**config.mk**
```make
export PLATFORM = sky130hd
export DESIGN_NAME = tmpl_raster_walker
export DESIGN_NICKNAME = d
export VERILOG_FILES = /design/src/rtl/rw_pkg.sv /design/src/rtl/rw_offset_lin.sv /design/src/rtl/rw_seq.sv /design/src/rtl/rw_addr_ptrs.sv /design/src/rtl/tmpl_raster_walker.sv
export SDC_FILE = /design/constraint.sdc
export NUM_CORES = 1
export LEC_CHECK = 0
export BUFFER_PORTS_ARGS = -buffer_cell sky130_fd_sc_hd__buf_2
export CORE_ASPECT_RATIO = 1.5
export CORE_MARGIN = 5
export CORE_UTILIZATION = 40
export CTS_CLUSTER_SIZE = 20
export DETAILED_ROUTE_END_ITERATION = 16
export PLACE_DENSITY = 0.74
export SYNTH_ARGS = -nofsm -noshare
export SYNTH_HDL_FRONTEND = slang
export SYNTH_SLANG_ARGS = --single-unit
```
**constraint.sdc**
```tcl
create_clock -name clk -period 3.4 [get_ports clk]
set_input_delay 0.17 -clock clk [delete_from_list [all_inputs] [get_ports clk]]
set_output_delay 0.17 -clock clk [all_outputs]
set_load 0.005 [all_outputs]
```
**src/rtl/rw_pkg.sv**
```systemverilog
package rw_pkg;
    // walker phases
    typedef enum logic [1:0] {
        WS_IDLE = 2'd0,
        WS_HDR  = 2'd1,
        WS_EMIT = 2'd2
    } walk_state_e;

    localparam int unsigned DEF_IMG_W  = 32;
    localparam int unsigned DEF_IMG_H  = 32;
    localparam int unsigned DEF_TMPL_N = 4;
    localparam int unsigned DEF_HDR_N  = 64;
    localparam int unsigned DEF_VAL_N  = 1024;
    localparam int unsigned DEF_LEN_W  = 6;
    localparam int unsigned DEF_RCNT_W = 6;

    function automatic bit is_pow2(input int unsigned v);
        return (v != 0) && ((v & (v - 1)) == 0);
    endfunction
endpackage

```
**src/rtl/rw_offset_lin.sv**
```systemverilog
module rw_offset_lin #(
    parameter int unsigned IMG_W  = 32,
    parameter int unsigned ROW_W  = 5,
    parameter int unsigned COL_W  = 5,
    parameter int unsigned ADDR_W = 10
) (
    input  logic [ROW_W-1:0]  i_row,
    input  logic [COL_W-1:0]  i_col,
    output logic [ADDR_W-1:0] o_lin
);
    localparam int unsigned SHIFT = $clog2(IMG_W);
    localparam int unsigned PW    = ADDR_W + ROW_W + SHIFT + 1;

    logic [PW-1:0] prod;

    generate
        if (rw_pkg::is_pow2(IMG_W)) begin : g_shift
            assign prod = PW'(i_row) << SHIFT;
        end else begin : g_mult
            assign prod = PW'(i_row) * PW'(IMG_W);
        end
    endgenerate

    assign o_lin = ADDR_W'(prod + PW'(i_col));
endmodule

```
**src/rtl/rw_seq.sv**
```systemverilog
module rw_seq
    import rw_pkg::*;
#(
    parameter int unsigned HDR_AW = 6,
    parameter int unsigned LEN_W  = 6,
    parameter int unsigned RCNT_W = 6
) (
    input  logic              clk,
    input  logic              rst,
    input  logic              i_start,
    input  logic              i_abort,
    input  logic [HDR_AW-1:0] i_desc_hdr_base,
    input  logic [RCNT_W-1:0] i_desc_rcnt,
    input  logic [LEN_W-1:0]  i_hdr_len,
    output logic [HDR_AW-1:0] o_hdr_addr,
    output logic              o_load_walk,
    output logic              o_load_run,
    output logic              o_step,
    output logic              o_valid,
    output logic              o_last,
    output logic              o_busy
);
    typedef struct packed {
        logic [HDR_AW-1:0] hdr_ptr;
        logic [RCNT_W-1:0] rast_left;
        logic [LEN_W-1:0]  run_left;
        logic              final_run;
    } cursor_t;

    walk_state_e st;
    cursor_t     cur;

    always_ff @(posedge clk) begin
        if (rst) begin
            st  <= WS_IDLE;
            cur <= '0;
        end else begin
            unique case (st)
                WS_IDLE: begin
                    if (i_start && !i_abort) begin
                        cur.hdr_ptr   <= i_desc_hdr_base;
                        cur.rast_left <= i_desc_rcnt;
                        if (i_desc_rcnt != '0) st <= WS_HDR;
                    end
                end
                WS_HDR: begin
                    if (i_abort) begin
                        st <= WS_IDLE;
                    end else begin
                        cur.hdr_ptr   <= cur.hdr_ptr + 1'b1;
                        cur.rast_left <= cur.rast_left - 1'b1;
                        if (i_hdr_len == '0) begin
                            if (cur.rast_left == RCNT_W'(1)) st <= WS_IDLE;
                        end else begin
                            cur.run_left  <= i_hdr_len;
                            cur.final_run <= (cur.rast_left == RCNT_W'(1));
                            st            <= WS_EMIT;
                        end
                    end
                end
                WS_EMIT: begin
                    if (i_abort) begin
                        st <= WS_IDLE;
                    end else begin
                        cur.run_left <= cur.run_left - 1'b1;
                        if (cur.run_left == LEN_W'(1))
                            st <= cur.final_run ? WS_IDLE : WS_HDR;
                    end
                end
                default: st <= WS_IDLE;
            endcase
        end
    end

    assign o_hdr_addr  = cur.hdr_ptr;
    assign o_load_walk = (st == WS_IDLE) && i_start && !i_abort;
    assign o_load_run  = (st == WS_HDR) && !i_abort && (i_hdr_len != '0);
    assign o_step      = (st == WS_EMIT) && !i_abort;
    assign o_valid     = (st == WS_EMIT);
    assign o_last      = (st == WS_EMIT) && cur.final_run && (cur.run_left == LEN_W'(1));
    assign o_busy      = (st != WS_IDLE);
endmodule

```
**src/rtl/rw_addr_ptrs.sv**
```systemverilog
module rw_addr_ptrs #(
    parameter int unsigned ADDR_W = 10,
    parameter int unsigned VAL_AW = 10
) (
    input  logic              clk,
    input  logic              rst,
    input  logic              i_load_walk,
    input  logic              i_load_run,
    input  logic              i_step,
    input  logic [ADDR_W-1:0] i_off_lin,
    input  logic [VAL_AW-1:0] i_val_base,
    input  logic [ADDR_W-1:0] i_run_start,
    output logic [ADDR_W-1:0] o_img_addr,
    output logic [VAL_AW-1:0] o_tval_addr
);
    logic [ADDR_W-1:0] off_q;
    logic [ADDR_W-1:0] pix_q;
    logic [VAL_AW-1:0] val_q;

    always_ff @(posedge clk) begin
        if (rst) begin
            off_q <= '0;
            pix_q <= '0;
            val_q <= '0;
        end else begin
            if (i_load_walk) begin
                off_q <= i_off_lin;
                val_q <= i_val_base;
            end else if (i_step) begin
                val_q <= val_q + 1'b1;
            end
            if (i_load_run)  pix_q <= i_run_start + off_q;
            else if (i_step) pix_q <= pix_q + 1'b1;
        end
    end

    assign o_img_addr  = pix_q;
    assign o_tval_addr = val_q;
endmodule

```
**src/rtl/tmpl_raster_walker.sv**
```systemverilog
module tmpl_raster_walker
    import rw_pkg::*;
#(
    parameter int unsigned IMG_W  = DEF_IMG_W,
    parameter int unsigned IMG_H  = DEF_IMG_H,
    parameter int unsigned TMPL_N = DEF_TMPL_N,
    parameter int unsigned HDR_N  = DEF_HDR_N,
    parameter int unsigned VAL_N  = DEF_VAL_N,
    parameter int unsigned LEN_W  = DEF_LEN_W,
    parameter int unsigned RCNT_W = DEF_RCNT_W,
    localparam int unsigned ADDR_W = $clog2(IMG_W * IMG_H),
    localparam int unsigned ROW_W  = $clog2(IMG_H),
    localparam int unsigned COL_W  = $clog2(IMG_W),
    localparam int unsigned TSEL_W = $clog2(TMPL_N),
    localparam int unsigned HDR_AW = $clog2(HDR_N),
    localparam int unsigned VAL_AW = $clog2(VAL_N)
) (
    input  logic              clk,
    input  logic              rst,
    input  logic              i_start,
    input  logic              i_abort,
    input  logic [TSEL_W-1:0] i_tmpl_sel,
    input  logic [ROW_W-1:0]  i_off_row,
    input  logic [COL_W-1:0]  i_off_col,
    output logic [TSEL_W-1:0] o_desc_sel,
    input  logic [HDR_AW-1:0] i_desc_hdr_base,
    input  logic [RCNT_W-1:0] i_desc_rcnt,
    input  logic [VAL_AW-1:0] i_desc_val_base,
    output logic [HDR_AW-1:0] o_hdr_addr,
    input  logic [ADDR_W-1:0] i_hdr_start,
    input  logic [LEN_W-1:0]  i_hdr_len,
    output logic              o_valid,
    output logic [ADDR_W-1:0] o_img_addr,
    output logic [VAL_AW-1:0] o_tval_addr,
    output logic              o_last,
    output logic              o_busy
);
    logic [ADDR_W-1:0] off_lin;
    logic              load_walk, load_run, step;

    assign o_desc_sel = i_tmpl_sel;

    rw_offset_lin #(
        .IMG_W(IMG_W), .ROW_W(ROW_W), .COL_W(COL_W), .ADDR_W(ADDR_W)
    ) u_off (
        .i_row(i_off_row), .i_col(i_off_col), .o_lin(off_lin)
    );

    rw_seq #(
        .HDR_AW(HDR_AW), .LEN_W(LEN_W), .RCNT_W(RCNT_W)
    ) u_seq (
        .clk(clk), .rst(rst),
        .i_start(i_start), .i_abort(i_abort),
        .i_desc_hdr_base(i_desc_hdr_base), .i_desc_rcnt(i_desc_rcnt),
        .i_hdr_len(i_hdr_len),
        .o_hdr_addr(o_hdr_addr),
        .o_load_walk(load_walk), .o_load_run(load_run), .o_step(step),
        .o_valid(o_valid), .o_last(o_last), .o_busy(o_busy)
    );

    rw_addr_ptrs #(
        .ADDR_W(ADDR_W), .VAL_AW(VAL_AW)
    ) u_ptrs (
        .clk(clk), .rst(rst),
        .i_load_walk(load_walk), .i_load_run(load_run), .i_step(step),
        .i_off_lin(off_lin), .i_val_base(i_desc_val_base),
        .i_run_start(i_hdr_start),
        .o_img_addr(o_img_addr), .o_tval_addr(o_tval_addr)
    );
endmodule

```
; After elaboration in Yosys (flattened, before gate mapping)
; Cells that the tools add are included.
[word_totals]
reg_bits = 51
in_bits = 54
out_inout_bits = 31
wordCells = 69
[op_classes]
addsub = 7
n_eq_ne = 11
mux = 19
bitwise = 2
n_reduce_logical = 22
[ops]
columns = op, n
row1 = two-way mux 10 bit, 4
row2 = one-hot mux 12 bit (2 select lines), 1
row3 = adder 10 x 1 -> 10 bit (second input constant), 2
row4 = two-way mux 19 bit, 1
row5 = two-way mux 2 bit, 7
row6 = == test 6 x 1 -> 1 bit (second input constant), 2
row7 = two-way mux 12 bit, 1
row8 = one-hot mux 6 bit (2 select lines), 1
row9 = nonzero test 6 bit, 2
row10 = subtractor 6 x 1 -> 6 bit (second input constant), 2
row11 = adder 10 bit, 1
row12 = adder 10 x 5 -> 10 bit, 1
row13 = nonzero test 2 bit, 5
row14 = logical AND 1 bit, 8
row15 = AND reduction 4 bit, 2
row16 = two-way mux 7 bit, 1
row17 = adder 6 x 1 -> 6 bit (second input constant), 1
row18 = zero test 6 bit, 1
row19 = two-way mux 6 bit, 1
row20 = != test 2 bit (second input constant), 3
row21 = one-hot mux 2 bit (3 select lines), 1
row22 = AND reduction 3 bit, 2
row23 = != test 2 x 1 -> 1 bit (second input constant), 2
row24 = != test 4 bit (second input constant), 1
row25 = 7 further kinds, 8

; Logic depth before layout (Yosys ltp)
[depth]
ltp_word = 5
mapped_depth = 7
depth_no_buf = 7

; Cells and area by module
; From an unflattened synthesis, not the netlist that was laid out.
[unflattened]
hier_cells = 395
area_unflattened_um2 = 3274.4
[by_module_without_submodules]
columns = mod, n_inst, cells_each, area_per_inst_um2, seq_area_each_um2
row1 = rw_addr_ptrs, 1, 209, 1760.4, 600.6
row2 = rw_seq, 1, 174, 1423.9, 420.4
row3 = rw_offset_lin, 1, 10, 75.1, 0.0
row4 = tmpl_raster_walker, 1, 2, 15.0, 0.0

; Worst setup path before layout
; No wires, ideal clock.
[synth_path]
kind = reg-to-reg
from = register u_ptrs.off_q[0]
to = register u_ptrs.pix_q[8] (netlist: u_ptrs.o_img_addr[8])
setup_time_ns = 0.133
arrival_time_ns = 1.682
required_ns = 3.267
slack_ns = 1.585
path_stages_with_launch = 8
path_buffers = 0
period_less_slack_ns = 1.815
path_cell_list = dfxtp_1 ha_1 fa_1 a211oi_1 nor4b_1 a211oi_1 or4_1 o311ai_1
[synth_via]
elab_chain_cells = 2
[synth_rtl]
columns = element, line_no
row1 = "start, declared", rw_addr_ptrs.sv:16  ; logic [ADDR_W-1:0] off_q;
row2 = "start signal, assigned", rw_addr_ptrs.sv:27  ; off_q <= i_off_lin;
row3 = adder 10 bit, rw_addr_ptrs.sv:32  ; if (i_load_run) pix_q <= i_run_start + off_q;
row4 = two-way mux 10 bit, rw_addr_ptrs.sv:32
row5 = "end signal, assigned", rw_addr_ptrs.sv:32
row6 = "end signal, assigned", rw_addr_ptrs.sv:33  ; else if (i_step) pix_q <= pix_q + 1'b1;
row7 = "end, declared", rw_addr_ptrs.sv:17  ; logic [ADDR_W-1:0] pix_q;
; No other way between the ends.
; A chain may end at the register's enable or synchronous reset.

; Worst setup path in the final report
[layout_path]
from = register u_seq.st[1]
to = register u_ptrs.val_q[7] (netlist: u_ptrs.o_tval_addr[7])
[layout_via]
elab_chain_cells = 4
word_cells_on_any_way = 7
classes_between = eq/ne: 1 / mux: 1 / reduce/logical: 5
[layout_rtl]
columns = element, line_no
row1 = "start, declared", rw_seq.sv:30  ; walk_state_e st;
row2 = "start signal, assigned", rw_seq.sv:67  ; st <= cur.final_run ? WS_IDLE : WS_HDR;
row3 = zero test 2 bit, rw_seq.sv:76  ; assign o_load_walk = (st == WS_IDLE) && i_start && !i_abort;
row4 = logical AND 1 bit (2 in series), rw_seq.sv:76
row5 = two-way mux 10 bit or nonzero test 2 bit (tied branches), -
row6 = "end signal, assigned", rw_addr_ptrs.sv:28  ; val_q <= i_val_base;
row7 = "end signal, assigned", rw_addr_ptrs.sv:30  ; val_q <= val_q + 1'b1;
row8 = "end, declared", rw_addr_ptrs.sv:18  ; logic [VAL_AW-1:0] val_q;
; Several ways; a longest one is shown, not always the timed one.

==> out/qor.txt <==
DIE AREA = 9760 um2
post-DP HPWL = 6.31 mm
Yosys warning count = 0
Hold WS = 0.111 ns
crit end category = register
area leader, netlist = dfxtp_1
first-pass iteration count of the detailed router = 4
Worst Hold Class = input pin to register
RSZ-0062 raised after global routing = no
peak supply drop = 229 uV
CTS tree = built
Place WS = 1.18 ns
slowest cell on the critical path = dfxtp_1
most common cell in the netlist = dfxtp_1
status = finished clean
CP Max Fanout = 13
synth-to-layout area growth = 17.6%
Chip Height = 119 um
Slew @ Worst Pin = 1.00 ns
max-slew violation count = 0
IO Pins = 85
CTS resizes = 0
initial drt markers = 233
Worst EP arrival = 2.43 ns
main flop type after synthesis = dfxtp_1
min Tclk post-route = 2.23 ns
gate count after technology mapping = 389
Post-synth EDFFs = 0
cells along the critical path = nor3b_2 > and4_1 > and3_1 > xnor2_1 > a211oi_1
H-tree Lvls = 2
number of register bits inferred by synthesis = 51
highest routed layer = met4
Final Util = 0.482
worst skew pair latency = 0.30 ns
drt via density = 5.54
Port Buffer Count = 80
Synthesized Nets = 460
CTS Buffer Depth = 2
M1 WL = 3.35 mm
global placement routability congestion = 0.886
synth cell count leaders = dfxtp_1, nand2_1, nor2_1
register area share after synthesis = 0.325
Initial Util = 0.410
Crit path max-delay family = simple AND/OR/NAND/NOR gates
Period Utilization, post-route = 0.657
kind of critical path = register to register
CTS Root Buffer Type = clkbuf_16
global-route usage over all layers = 0.177
Leak Pwr = 0.00159 uW
Final Setup Violations = 0
WHS Path Cells = 3
PwrDens = 387 nW/um2
Hold Buf Count CTS = 0
slowest cell delay on critical path = 0.63 ns
Met3 Wirelength = 443 um
library cells used by synthesis = 64
synth top area cells = dfxtp_1, ha_1, a21oi_1
vias in the first global route = 3090
Slew headroom = 0.331
Syn Area/Cell = 8.08 um2
global route total overflow = 0
clk_skew = 0.00672 ns
Final ANT Viol Nets = 0
ANT cells = 0
clock slew at reported path FFs = 0.07 ns
layout cell share with drive strength beyond 1 = 0.225
clk sinks = 51
setup ws final = 1.17 ns
Final Hold Fails = 0
Syn Std Cell Area = 3140 um2
Critical Path RT = 3.60 ns
drt drc = 0
Post-synth ARST share = 0
length in cells of the worst reg-to-reg path = 5
drt wl/cell = 14.9 um
first-pass GRT wire length = 14.0 mm
largest net degree at the start of global routing = 54
Via Count = 3078
Net count, final = 524
chip width = 82.4 um
Post-Route Setup TNS = 0 ns
initial antenna violation count = 0
worst path bufs/invs = 0
drt total wl = 8.30 mm
Post-CTS Repair Setup Buffers = 0
metal2 WL = 4.43 mm
top-area cell type share of the netlist area = 0.325
Std-Cell Rows = 39
Crit path depth = 5
Max Clk Rate = 448 MHz
CTS Buf Count = 5
max cap viols = 0
crit start category = register
core area = 7660 um2
[power breakdown]
part	internal (uW)	switching, uW
registers	630	37.3
clock network	273	234
logic	116	139
[path summary, 6_finish.rpt]
kind / startpoint / endpoint / slack [ns]
setup / recovery: u_seq.st[1] / u_ptrs.o_tval_addr[7] / 1.17
hold / removal: i_off_row[0] / u_ptrs.off_q[5] / 0.11
setup reg to reg: u_seq.st[1] / u_ptrs.o_tval_addr[7] / 1.17
hold reg to reg: u_ptrs.off_q[0] / u_ptrs.off_q[0] / 0.46
[tightest hold or removal path, delay by kind of cell]
| kind | cells | cell delay (ns) |
|---|---|---|
| buffers and inverters | 1 | 0.09 |
| AOI/OAI and AO/OA | 1 | 0.05 |
| and+or+nand+nor | 1 | 0.04 |
[stage by stage]
stage	instances	cell area, um2	power (uW)
after floorplan	389	3140	847
after global placement	548	3550	932
after detailed placement	548	3550	936
after CTS	556	3690	1440
after global routing	556	3690	1500
final	556	3690	1430
[logic make-up (layout without fill, tap and decap cells)]
kind of cell,after synthesis,in the layout,share of synthesized area
flops,51,51,0.325
compound gates,113,113,0.242
simple gates,146,146,0.238
buf+inv,39,104,0.0609
fa+ha+maj,17,17,0.0701
xor+xnor,22,22,0.0613
mux,1,1,0.00319
[placed cells by master, fill, tap and decap left out, types with 3 or more instances in the layout]
master,instances
nor3_1,6
or4_1,3
and3_1,6
xor2_1,11
o21ai_0,10
buf_2,80
a21o_1,5
ha_1,16
or3_1,5
inv_1,11
and4_1,3
xnor2_1,11
o31ai_1,3
a221oi_1,3
a211oi_1,18
a31oi_1,6
o22ai_1,3
nand2_1,46
nor4_1,3
nand4_1,5
clkbuf_16,5
nor2_1,40
a21oi_1,36
dfxtp_1,51
o21ai_1,5
nand3_1,13
buf_4,3
nand2b_1,3
[flip-flops by register name, summed over array words and instances, names as in the netlist]
name                flops
u_seq.o_hdr_addr        6
u_ptrs.o_img_addr      10
u_seq.st                2
u_ptrs.o_tval_addr     10
u_seq.cur              13
u_ptrs.off_q           10
[layer usage]
metal	track usage	up-vias
met2	0.317	78
met3	0.0282	7
met5	0	-
met1	0.205	1450
li1	-	1543
met4	0.0593	0
[final cells by class]
| cell class | instances | area (um2) |
|---|---|---|
| clock inverters | 3 | 18.8 |
| flip-flops and latches | 51 | 1020 |
| inverters | 13 | 48.8 |
| repair buffers | 83 | 423 |
| clock buffers | 5 | 125 |
| well taps | 102 | 128 |
| fillers | 796 | 3970 |
| multi-input cells | 299 | 1930 |
Note: power is estimated with default switching activity, not from simulation.
